<file path="config.mk">
export PLATFORM = sky130hd
export DESIGN_NAME = vol_atten_top
export DESIGN_NICKNAME = d
export VERILOG_FILES = /design/src/rtl/vol_atten_pkg.sv /design/src/rtl/vol_gain_rom.sv /design/src/rtl/vol_mult_round.sv /design/src/rtl/vol_pipe_reg.sv /design/src/rtl/vol_atten_top.sv
export SDC_FILE = /design/constraint.sdc
export NUM_CORES = 1
export LEC_CHECK = 0
export ABC_CLOCK_PERIOD_IN_PS = 1500
export CORE_ASPECT_RATIO = 2
export CORE_MARGIN = 2
export CORE_UTILIZATION = 60
export CTS_CLUSTER_SIZE = 10
export DETAILED_ROUTE_END_ITERATION = 10
export GPL_ROUTABILITY_DRIVEN = 1
export PLACE_DENSITY_LB_ADDON = 0.12
export REMOVE_ABC_BUFFERS = 1
export SLEW_MARGIN = 30
export SYNTH_ARGS = -nofsm -noshare
export SYNTH_HDL_FRONTEND = slang
export SYNTH_HIERARCHICAL = 1
export SYNTH_SLANG_ARGS = --single-unit
</file>
<file path="constraint.sdc">
create_clock -name clk -period 1.5 [get_ports clk]
set_input_delay 0.15 -clock clk [delete_from_list [all_inputs] [get_ports clk]]
set_output_delay 0.15 -clock clk [all_outputs]
set_load 0.02 [all_outputs]
</file>
<file path="src/rtl/vol_atten_pkg.sv">
package vol_atten_pkg;
  localparam int SAMPLE_W  = 13;
  localparam int CODE_W    = 3;
  localparam int COEF_W    = 16;
  localparam int COEF_FRAC = 15;
  localparam int LEVELS    = 1 << CODE_W;

  typedef logic [COEF_W-1:0] coef_t;

  // Q1.15 constants: round(32768 * 10^(-3k/20))
  function automatic coef_t level_coef(input logic [CODE_W-1:0] k);
    case (k)
      3'd0:    level_coef = 16'd32768;
      3'd1:    level_coef = 16'd23198;
      3'd2:    level_coef = 16'd16423;
      3'd3:    level_coef = 16'd11627;
      3'd4:    level_coef = 16'd8231;
      3'd5:    level_coef = 16'd5827;
      3'd6:    level_coef = 16'd4125;
      default: level_coef = 16'd2920;
    endcase
  endfunction
endpackage

</file>
<file path="src/rtl/vol_gain_rom.sv">
module vol_gain_rom
  import vol_atten_pkg::*;
(
  input  logic [CODE_W-1:0] code,
  output coef_t             coef
);
  always_comb coef = level_coef(code);
endmodule

</file>
<file path="src/rtl/vol_mult_round.sv">
module vol_mult_round #(
  parameter int SW   = 13,
  parameter int CW   = 16,
  parameter int FRAC = 15
) (
  input  logic signed [SW-1:0] sample,
  input  logic        [CW-1:0] coef,
  output logic signed [SW-1:0] result
);
  localparam int PW = SW + CW + 1;
  localparam logic signed [PW-1:0] HALF = PW'(1) <<< (FRAC - 1);

  logic signed [PW-1:0] prod;
  logic signed [PW-1:0] rounded;

  always_comb begin
    prod    = PW'(sample) * PW'($signed({1'b0, coef}));
    rounded = prod + HALF;
    result  = SW'(rounded >>> FRAC);
  end
endmodule

</file>
<file path="src/rtl/vol_pipe_reg.sv">
module vol_pipe_reg #(
  parameter int W = 13
) (
  input  logic         clk,
  input  logic         rst_n,
  input  logic         in_valid,
  output logic         in_ready,
  input  logic [W-1:0] in_data,
  output logic         out_valid,
  input  logic         out_ready,
  output logic [W-1:0] out_data
);
  logic load;

  always_comb begin
    in_ready = !out_valid || out_ready;
    load     = in_valid && in_ready;
  end

  always_ff @(posedge clk or negedge rst_n) begin
    if (!rst_n) begin
      out_valid <= 1'b0;
      out_data  <= '0;
    end else begin
      if (load) begin
        out_valid <= 1'b1;
        out_data  <= in_data;
      end else if (out_ready) begin
        out_valid <= 1'b0;
      end
    end
  end
endmodule

</file>
<file path="src/rtl/vol_atten_top.sv">
module vol_atten_top
  import vol_atten_pkg::*;
(
  input  logic                clk,
  input  logic                rst_n,
  input  logic                in_valid,
  output logic                in_ready,
  input  logic [SAMPLE_W-1:0] in_sample,
  input  logic [CODE_W-1:0]   in_code,
  output logic                out_valid,
  input  logic                out_ready,
  output logic [SAMPLE_W-1:0] out_sample
);
  coef_t               coef;
  logic [SAMPLE_W-1:0] scaled;

  vol_gain_rom u_rom (
    .code (in_code),
    .coef (coef)
  );

  vol_mult_round #(
    .SW   (SAMPLE_W),
    .CW   (COEF_W),
    .FRAC (COEF_FRAC)
  ) u_mult (
    .sample ($signed(in_sample)),
    .coef   (coef),
    .result (scaled)
  );

  vol_pipe_reg #(
    .W (SAMPLE_W)
  ) u_stage (
    .clk       (clk),
    .rst_n     (rst_n),
    .in_valid  (in_valid),
    .in_ready  (in_ready),
    .in_data   (scaled),
    .out_valid (out_valid),
    .out_ready (out_ready),
    .out_data  (out_sample)
  );
endmodule

</file>
* After elaboration in Yosys (flattened, before gate mapping)
Index checks and enable logic that the tools add are counted.
Cells by class: add/sub/neg operators 1, multiply operators 1, equality and inequality tests 6, multiplexer cells 3, reductions and logical operators 5
Operators with widths (count):
- $pmux 16 s7 | 1
- $add 28x16->28 const B | 1
- $mul 13x17->28 | 1
- $eq 3x3->1 const B | 3
- $eq 3x2->1 const B | 2
- $eq 3x1->1 const B | 1
- $logic_not 3->1 | 1
- $mux 1 | 2
- $reduce_bool 2->1 | 1
- $logic_and 1x1->1 | 1
- $logic_not 1->1 | 1
- $logic_or 1x1->1 | 1
Storage, ports and cells: bits in registers 14, output and inout bits 15, word-level logic and storage cells 18

* Depth between registers and ports, before layout
Gate-level depths: netlist of the first run.
depth after elaboration 4, gate-level depth with buffers 25, gate-level depth less buffers 22

* By module
Netlist of the first run, hierarchy kept.
By module, submodules not included:
- vol_mult_round | instances 1, cells each 755, area an instance 6729.0 sq um, sequential area each 0.0 sq um
- vol_pipe_reg | instances 1, cells each 31, area an instance 586.8 sq um, sequential area each 350.3 sq um
- vol_gain_rom | instances 1, cells each 28, area an instance 193.9 sq um, sequential area each 0.0 sq um

* Worst setup path before layout of the first run
No wires, ideal clock.
path type input-to-reg, start input port in_code[0], end register u_stage.out_data[9], setup time 125 ps, arrival 5459 ps, data required time 1375 ps, path slack -4084 ps, stages 20, path buffers 2, cell sequence clkbuf_8 > nand2b_1 > xnor2_1 > clkbuf_1 > nand2_1 > fa_1 > inv_1 > fa_1 > fa_1 > fa_1 > fa_1 > fa_1 > ha_1 > a21oi_2 > o21ai_0 > a32oi_1 > o211ai_2 > a221oi_2 > xnor2_1 > mux2_2
Between the ends: cells in the longest elaborated chain, start to end 4, elaborated cells on any way between the ends 10, classes of those cells add/sub (1); mul (1); eq/ne (6); mux (1); reduce/logical (1)
Ends and longest elaborated chain:
- start, declared | line vol_atten_top.sv:9 | input logic [CODE_W-1:0] in_code,
- $eq 3x3->1, or another cell as far along | line vol_atten_pkg.sv:12 | case (k)
- $pmux 16 s7 * | line vol_atten_pkg.sv:12
- named net coef[5] | line vol_atten_top.sv:14 | coef_t coef;
- $mul 13x17->28 * | line vol_mult_round.sv:17 | prod = PW'(sample) * PW'($signed({1'b0, coef}));
- $add 28x16->28 * | line vol_mult_round.sv:18 | rounded = prod + HALF;
- named net scaled[9] | line vol_atten_top.sv:15 | logic [SAMPLE_W-1:0] scaled;
- end signal, assigned | line vol_pipe_reg.sv:27 | out_data <= in_data;
- end, declared | line vol_pipe_reg.sv:11 | output logic [W-1:0] out_data
The timed path passes the listed nets; every way through them passes the cells marked *. A chain may end at the register's enable or synchronous reset.

* Worst setup path after layout of the first run
start input port in_code[1], end register u_stage.out_data[6]
The elaborated chain is that of the path after synthesis.

==> results of run 1 <==
==> sequential cells by signal, summed over array words and instances (netlist names) <==
register / flops
u_stage/out_data: 13
u_stage/out_valid: 1
==> power by group through the flow <==
stage,logic (uW),clock network (uW),registers (uW)
finish,23500,556,711
global route,25700,592,733
CTS,21000,573,713
detailed placement,17800,0,716
global placement,17500,0,709
floorplan,11000,0,923
==> layout by cell type, fill, tap and decap left out, types with 16 or more instances in the layout <==
| cell type | instances |
|---|---|
| inv_1 | 144 |
| ha_4 | 16 |
| buf_4 | 123 |
| nand2_1 | 111 |
| fa_1 | 139 |
| clkdlybuf4s50_1 | 20 |
| and2_1 | 86 |
| buf_6 | 19 |
| ha_1 | 70 |
==> critical path, delay by kind of cell <==
| kind | cells | cell delay, ns |
|---|---|---|
| compound gates | 4 | 0.48 |
| xor+xnor | 1 | 0.15 |
| mux | 1 | 0.27 |
| buf+inv | 7 | 0.79 |
| simple gates | 4 | 0.46 |
| fa+ha+maj | 7 | 3.25 |
==> stage by stage <==
stage / instance area, um^2 / setup WS, ns / TNS, ns
2_1_floorplan: 7318 / -4.095 / -50.93
3_3_place_gp: 8808 / -4.719 / -60.21
3_5_place_dp: 8808 / -4.766 / -60.93
4_1_cts: 9350 / -3.924 / -49.89
5_1_grt: 9716 / -4.123 / -52.73
6_report: 9716 / -3.942 / -50.60
==> final timing paths <==
| check | start | to | slack, ns | depth (start not counted) |
|---|---|---|---|---|
| max | in_code[1] | u_stage/out_data[6] | -3.94 | 24 |
| min | rst_n | u_stage/out_data[8] | 0.31 | 1 |
| max reg2reg | u_stage/out_valid | u_stage/out_data[10] | 0.35 | 3 |
| min reg2reg | u_stage/out_data[4] | u_stage/out_data[4] | 0.51 | 1 |
| max in group asynchronous | rst_n | u_stage/out_data[2] | 0.77 | 1 |
| min in group clk | u_stage/out_data[4] | u_stage/out_data[4] | 0.51 | 1 |
==> what timing repair did <==
item                       in CTS  in global routing
buffers inserted               11                 13
setup endpoints to repair      14                 13
cloned                          2                  1
pin swaps                      48                 63
gates resized for setup       103                 61
==> kinds of logic after synthesis <==
group	Yosys count	synth area share, %
AOI/OAI and AO/OA	67	6.398
DFF	14	4.665
and+or+nand+nor	271	18.83
buffers and inverters	190	10.15
muxes	14	2.582
adders and majority gates	240	55.28
xor gates and xnor gates	18	2.099
==> layout make-up <==
class                           instances  area (um^2)
Multi-Input combinational cell        610         6895
Fill cell                             780         2480
Timing Repair Buffer                  183         1623
Inverter                              152        574.3
Sequential cell                        14        350.3
Tap cell                              147        183.9
Clock buffer                            4        88.84
==> routing by layer <==
layer / share of wire (%) / global-route usage [%] / vias to the layer above
met4: 9.2 / 25.04 / 0
met2: 58 / 61.66 / 189
li1: - / - / 2782
met1: 31 / 30.16 / 3206
met3: 2.1 / 1.829 / 106
met5: 0 / 0 / -
==> results.md, run 1 <==
Yosys:
- The most frequently used cell type in the post-synthesis netlist is fa_1.
- The largest total area in the synthesized netlist belongs to fa_1.
- The commonest cells after synthesis are fa_1 (153), inv_1 (152), nand2_1 (115), and2_1 (95), ha_1 (87).
- The async set-or-reset flop fraction in the synthesized netlist is 100.0%.
- Counting flops with a built-in enable in the synthesized netlist gives 0.
- The share of the synthesized area in the top cell type is 40.79%.
- For this run, the leading register cell type out of synthesis is dfrtp_1.
- The mapped netlist covers 7510 um^2.
- The portion of the post-synthesis area used by sequential elements is 4.665%.
- Sorting the synthesized cells by area gives the leading types as fa_1 (41%), ha_1 (14%), and2_1 (7.9%), inv_1 (7.6%), nand2_1 (5.7%).
- After technology mapping, the gate count stands at 814.
- Synthesis inferred 14 register bits.
- The mean post-synth cell area is 9.226 um^2.
- For this run, the number of Yosys warnings is 6.
- Synthesis instantiated 60 different standard cells from the library.

Placement:
- Detailed placement finished with a half-perimeter wire length of 17450 um.
- The placed cell count is 1079.
- Input and output buffers added on the ports amount to 34.
- Routability-driven placement finished with a final weighted congestion of 1.022.

Clock tree:
- After clock tree synthesis, the flow added hold-fix buffers numbering 0.
- The buffer cell driving the clock tree root is clkbuf_16.
- The clock insertion delay at the later pin of the skew report is 0.24 ns.
- The number of buffers created by CTS is 3.
- The post-CTS clock slew at the launch and capture registers of the worst setup and hold paths is 0.05 ns.
- The clock passes through at most 2 buffers.
- CTS saw 14 sinks.
- The clock tree from TritonCTS is done.
- The maximum level of the CTS H-tree is 1.

Worst setup path:
- For the worst setup path, the data required time is 1.62 ns.
- The most used cell along the critical path is fa_1.
- STA classifies the critical path endpoint as a flop.
- Along the worst path, the maximum fanout reaches 6.
- At the worst endpoint, the arrival time is 5.57 ns.
- In this design, the stage delay of the slowest critical-path cell is 0.61 ns.
- Traced cell by cell, the critical path runs through buf_8, buf_8, buf_6, nor3_4, buf_4, nor2_4, buf_4, nand2_1, fa_1, fa_1, inv_1, fa_1, fa_1, fa_1, fa_2, ha_4, buf_6, o21ai_2, o21ai_1, o211ai_1, nand3b_1, a21o_1, xor2_1, mux2_4.
- The start-to-end type of the worst setup path is primary input to flop.
- The cell with the largest stage delay on the worst path is fa_1.
- The type of element launching the critical path is a primary input.

Timing:
- The maximum clock frequency is 183.7 MHz.
- At the pin with the least slew margin, the transition time is 0.6553 ns.
- The number of hold violations in the final report is 0.
- Clock skew on the completed layout was measured at 0.003600 ns.
- The final-layout worst hold slack is 0.3131 ns.
- The worst pin sits at a relative slew slack of 56.17%.
- The number of pins exceeding their max-slew limit in the final report came to 0.
- The final critical-path share of the clock period is 362.8%.
- Setup repair after global routing could not meet its margin everywhere.
- The shortest clock period the worst path allows after layout is 5.442 ns.
- Setup slack on the critical path of the routed design comes to -3.942 ns.
- Setup violations remaining at the end of the flow were counted as 13.

Global routing:
- The first global-routing pass estimated 33490 um of wire.
- Entering global routing, the biggest net connects 15 pins.
- The global-route total usage across every layer is 31.82%.
- The number of antenna violations at the first check in global routing is 0.
- The total grt overflow is 0.
- The number of global-route vias before repair is 6997.

Floorplanning:
- The die height is 162.2 um.
- The core region is 12200 um^2.
- The die area is 13480 um^2.
- The die width is 83.11 um.
- The floorplan has 57 rows.
- The initial utilization of the core area, before any placement, comes to 61.58%.
- Pin placement for this block handled 35 I/O pins.

Power:
- In this run switching power makes up 47.24% of total power.
- The net load switching power is 11720 uW.
- Across the VDD grid, the largest voltage drop is 3.062 mV.
- Summed over all cells, the static leakage comes to 0.004857 uW.
- The cell-internal power is 13090 uW.
- Of the total power, registers draw 2.9%.
- The completed layout was analyzed and its total power is 24810 uW.
- The power share of the clock group is 2.2%.
- Power spread over the standard cell area amounts to 2554 nW/um^2.
- Combinational logic is responsible for 94.9% of the overall power.

Final layout:
- The layout overhead on the synthesized area is 29.37%.
- In the final layout, the share of cells above drive strength 1 is 28.14%.
- The number of antenna diodes in the final layout is 0.
- The number of standard cells in the layout, taps in and fillers out is 1110.
- At the end of the flow, the number of nets in the layout was 1224.
- The share of the core filled with cells in the final layout is 79.67%.

Job:
- Across the run, the number of max-cap violations was 0.

Drt:
- The total number of vias is 6283.
- For this block, the routed nets add up to 21610 um of wire.
- The detail route stage leaves a number of antenna-violating nets equal to 0.
- The post-route DRC violation count is 0.
- After detailed routing, the number of vias per cell comes to 5.660.
- After the first detailed-routing iteration, the DRC count stood at 313.
- The wire length per cell after detailed routing is 19.46 um.
- The number of detailed-route iterations in the first pass is 4.

Status:
- The flow ran to the end, but the final reports show violations.
- The final reports fail on setup timing.

Hold path:
- The worst min-delay path category is primary input to async pin.
No activity file was read; power rests on OpenSTA's default activity.
==> inputs of run 2 (changes only) <==
Settings changed: ABC_CLOCK_PERIOD_IN_PS 1500 to 7000, PLACE_DENSITY set to 0.82, PLACE_DENSITY_LB_ADDON 0.12 to not set, TNS_END_PERCENT set to 5.
Clock period 1.5 ns to 7 ns, I/O delays scaled along.
==> run 2 against run 1 <==
Compared with the run above: the run now ends clean; non-clock buffer count shrank 108; sequential cell count is the same; wire length shrank 15%; total power shrank 85%; utilization shrank 12 points; sequential share of layout area grew 0.64 points; highest routed layer unchanged.
==> results.md, run 2 (synthesized netlist as in run 1, its figures left out) <==
Status:
- The run finished with clean final reports.

Timing:
- The maximum clock frequency is 147.7 MHz.
- The final worst clock skew came to 0.002631 ns (-0.0009691 ns).
- The number of pins exceeding their max-slew limit in the final report is 0 (unchanged).
- Setup repair after global routing left no endpoint under its margin.
- The transition at the pin with the smallest max-transition slack came to 0.6478 ns (-0.007506 ns).
- The relative slew slack is 56.36% (+0.18 points).
- The final number of setup-violating endpoints is 0 (-13).
- The number of hold violations in the final report is 0 (unchanged).
- The worst path uses 96.72% of the clock period.
- After layout, the minimum clock period comes to 6.771 ns.

Placement:
- The global placer's final weighted congestion came to 0.9661 (-5.4%).
- The detailed-placement wirelength estimate is 15750 um (-9.8%).
- The number of buffer cells added on primary ports was 34 (unchanged).
- The area after detailed placement is 8150 um^2 (-7.5%).
- The placed cell count came to 998 (-7.5%).

Final layout:
- The flip-flop count of the largest register after layout was 13 (unchanged).
- The leading cell type in the layout, fill and taps excluded is fa_1.
- From synthesis to final layout, the design area changed by 9.830%.
- The proportion of layout cells with a drive suffix above 1 is 9.357% (-19 points).
- The register bank with the most flops is u_stage/out_data.
- The number of standard cells in the layout, taps in and fillers out came to 1002 (-9.7%).
- The final antenna diode count came to 0 (unchanged).
- The number of nets at the end of the flow is 1116 (-8.8%).
- The total non-filler cell area in the finished layout is 8248 um^2 (-15%).
- The largest registers in the layout are u_stage/out_data x13, u_stage/out_valid x1.
- The library cells used most frequently in the layout, excluding fill and tap cells, are fa_1 (153), inv_1 (152), nand2_1 (115), and2_1 (94), ha_1 (87).

Clock tree:
- The number of hold buffers added after cts is 0 (unchanged).
- The number of clock sinks seen by CTS was 14 (unchanged).
- The clock tree from TritonCTS is done.
- The number of buffers between clock root and the deepest sink is 2 (unchanged).
- The number of buffers created by CTS is 3 (unchanged).
- Clock tree synthesis selected as its root buffer the cell clkbuf_16.
- The post-CTS clock slew at the launch and capture registers of the worst setup and hold paths was 0.05 ns (about the same).
- The clock insertion delay at the later pin of the skew report is 0.24 ns (about the same).
- The maximum level of the CTS H-tree is 1 (unchanged).

Worst setup path:
- The type of element launching the critical path is a primary input.
- The buffer and inverter count on the worst path is 4 (-3).
- The data arrival time of the critical path came to 6.89 ns (+1.32 ns).
- Grouping stages by cell kind, the critical path spends the most delay in adder cells.
- The startpoint identified for the worst register-to-register timing path is u_stage/out_valid.
- The maximum fanout encountered on the critical timing path came to 8 (+2).
- The start-to-end type of the worst setup path is primary input to flop.
- By instance count, the cell type seen most on the critical path is fa_1.
- The cell with the largest stage delay on the worst path is fa_1.
- The delay of the slowest cell on the worst path came to 0.57 ns (-0.04 ns).
- Traced cell by cell, the critical path runs through clkdlybuf4s50_1, buf_4, xnor2_1, buf_4, nand2_1, fa_1, fa_1, fa_1, inv_1, fa_1, fa_1, fa_1, ha_1, a21oi_1, o21ai_0, a32oi_2, nand2_1, a311oi_1, xnor2_1, mux2_4.
- The required time of the critical path was 7.12 ns (+5.50 ns).
- STA classifies the critical path endpoint as a flop.
- The most critical setup path has its startpoint at in_code[1].

Power:
- The worst voltage drop across the vdd grid came to 0.4860 mV (-84%).
- The leakage dissipation is 0.004189 uW (-14%).
- The total power density per cell area is 442.6 nW/um^2 (-83%).

Hold path:
- In this run the most critical hold path is launched from u_stage/out_data[0].
- The worst hold path belongs to the class flop to flop.

Global routing:
- The wire length of the first global-routing pass is 29940 um (-11%).
- The largest net degree at the start of global routing is 17 (+2).
- The number of antenna violations at the first check in global routing is 0 (unchanged).
- The global-route total usage across every layer is 28.01% (-3.8 points).
- The total grt overflow is 0 (unchanged).
- The number of global-route vias before repair is 6332 (-9.5%).

Drt:
- The number of detailed-route iterations in the first pass came to 5 (+1).
- The violation count after the first detailed-route iteration is 413 (+32%).
- The per-cell via count in the routed design is 5.757 (+1.7%).
- The number of nets still failing antenna checks after routing came to 0 (unchanged).
- The total number of vias was 5769 (-8.2%).
- The routed wire length is 18470 um (-15%).
- The wire length per cell after detailed routing came to 18.43 um (-5.3%).
- The post-route DRC violation count is 0 (unchanged).

Job:
- The number of violations of the max-capacitance limit was 0 (unchanged).

Floorplanning:
- The die area was 13480 um^2 (unchanged).
- The total core area was 12200 um^2 (unchanged).
- The die height is 162.2 um (unchanged).
- The die width is 83.11 um (unchanged).
- The I/O pin count came to 35 (unchanged).
- The count of standard-cell rows is 57 (unchanged).
- The effective utilization at floorplan is 61.58% (unchanged).
run 2: layer usage:
layer | share of wire (%) | vias to the layer above | GRT usage, % | wire length, um
li1 | - | 2568 | - | -
met1 | 33 | 2911 | 29.01 | 6027
met2 | 56 | 199 | 53.37 | 10320
met3 | 3.2 | 91 | 1.880 | 593
met4 | 8.3 | 0 | 18.11 | 1530
met5 | 0 | - | 0 | 0
run 2: per-stage QoR:
step	util, %	TNS, ns	setup WS [ns]	power [uW]	hold slack (ns)
final	67.63	0	0.2294	3650	0.5141
after global routing	67.63	0	0.01321	4029	0.5245
after CTS	67.56	0	0.2410	3635	0.5142
after detailed placement	66.83	-0.02304	-0.02304	3496	0.4985
after global placement	66.83	0	0.1337	3415	0.4907
after floorplan	-	0	0.8554	2545	0.4044
run 2: layout make-up:
cell class | instances | area, um^2
sequential | 14 | 350.3
timing repair buffer | 75 | 648.1
inverter | 152 | 570.5
clock buffer | 4 | 88.84
tap | 147 | 183.9
fill | 1003 | 3948
multi-input combinational | 610 | 6406
run 2: final timing paths:
check	slack (ns)	depth (start not counted)	endpoint
worst max-delay path	0.23	20	u_stage/out_data[5]
min in group asynchronous	0.84	1	u_stage/out_data[4]
worst max register to register	5.84	3	u_stage/out_data[10]
worst min-delay path	0.51	1	u_stage/out_data[0]
worst min register to register	0.51	1	u_stage/out_data[0]
max in group asynchronous	5.76	1	u_stage/out_data[5]
run 2: power by group:
group          internal, uW  switching (uW)
sequential              130            22.7
clock                  86.4            31.7
combinational          1520            1860
run 2: repair_timing:
item,CTS,global route
endpoints found under the hold margin,0,0
endpoints found under the setup margin,0,4
resized for setup,0,2
buffers inserted,0,0
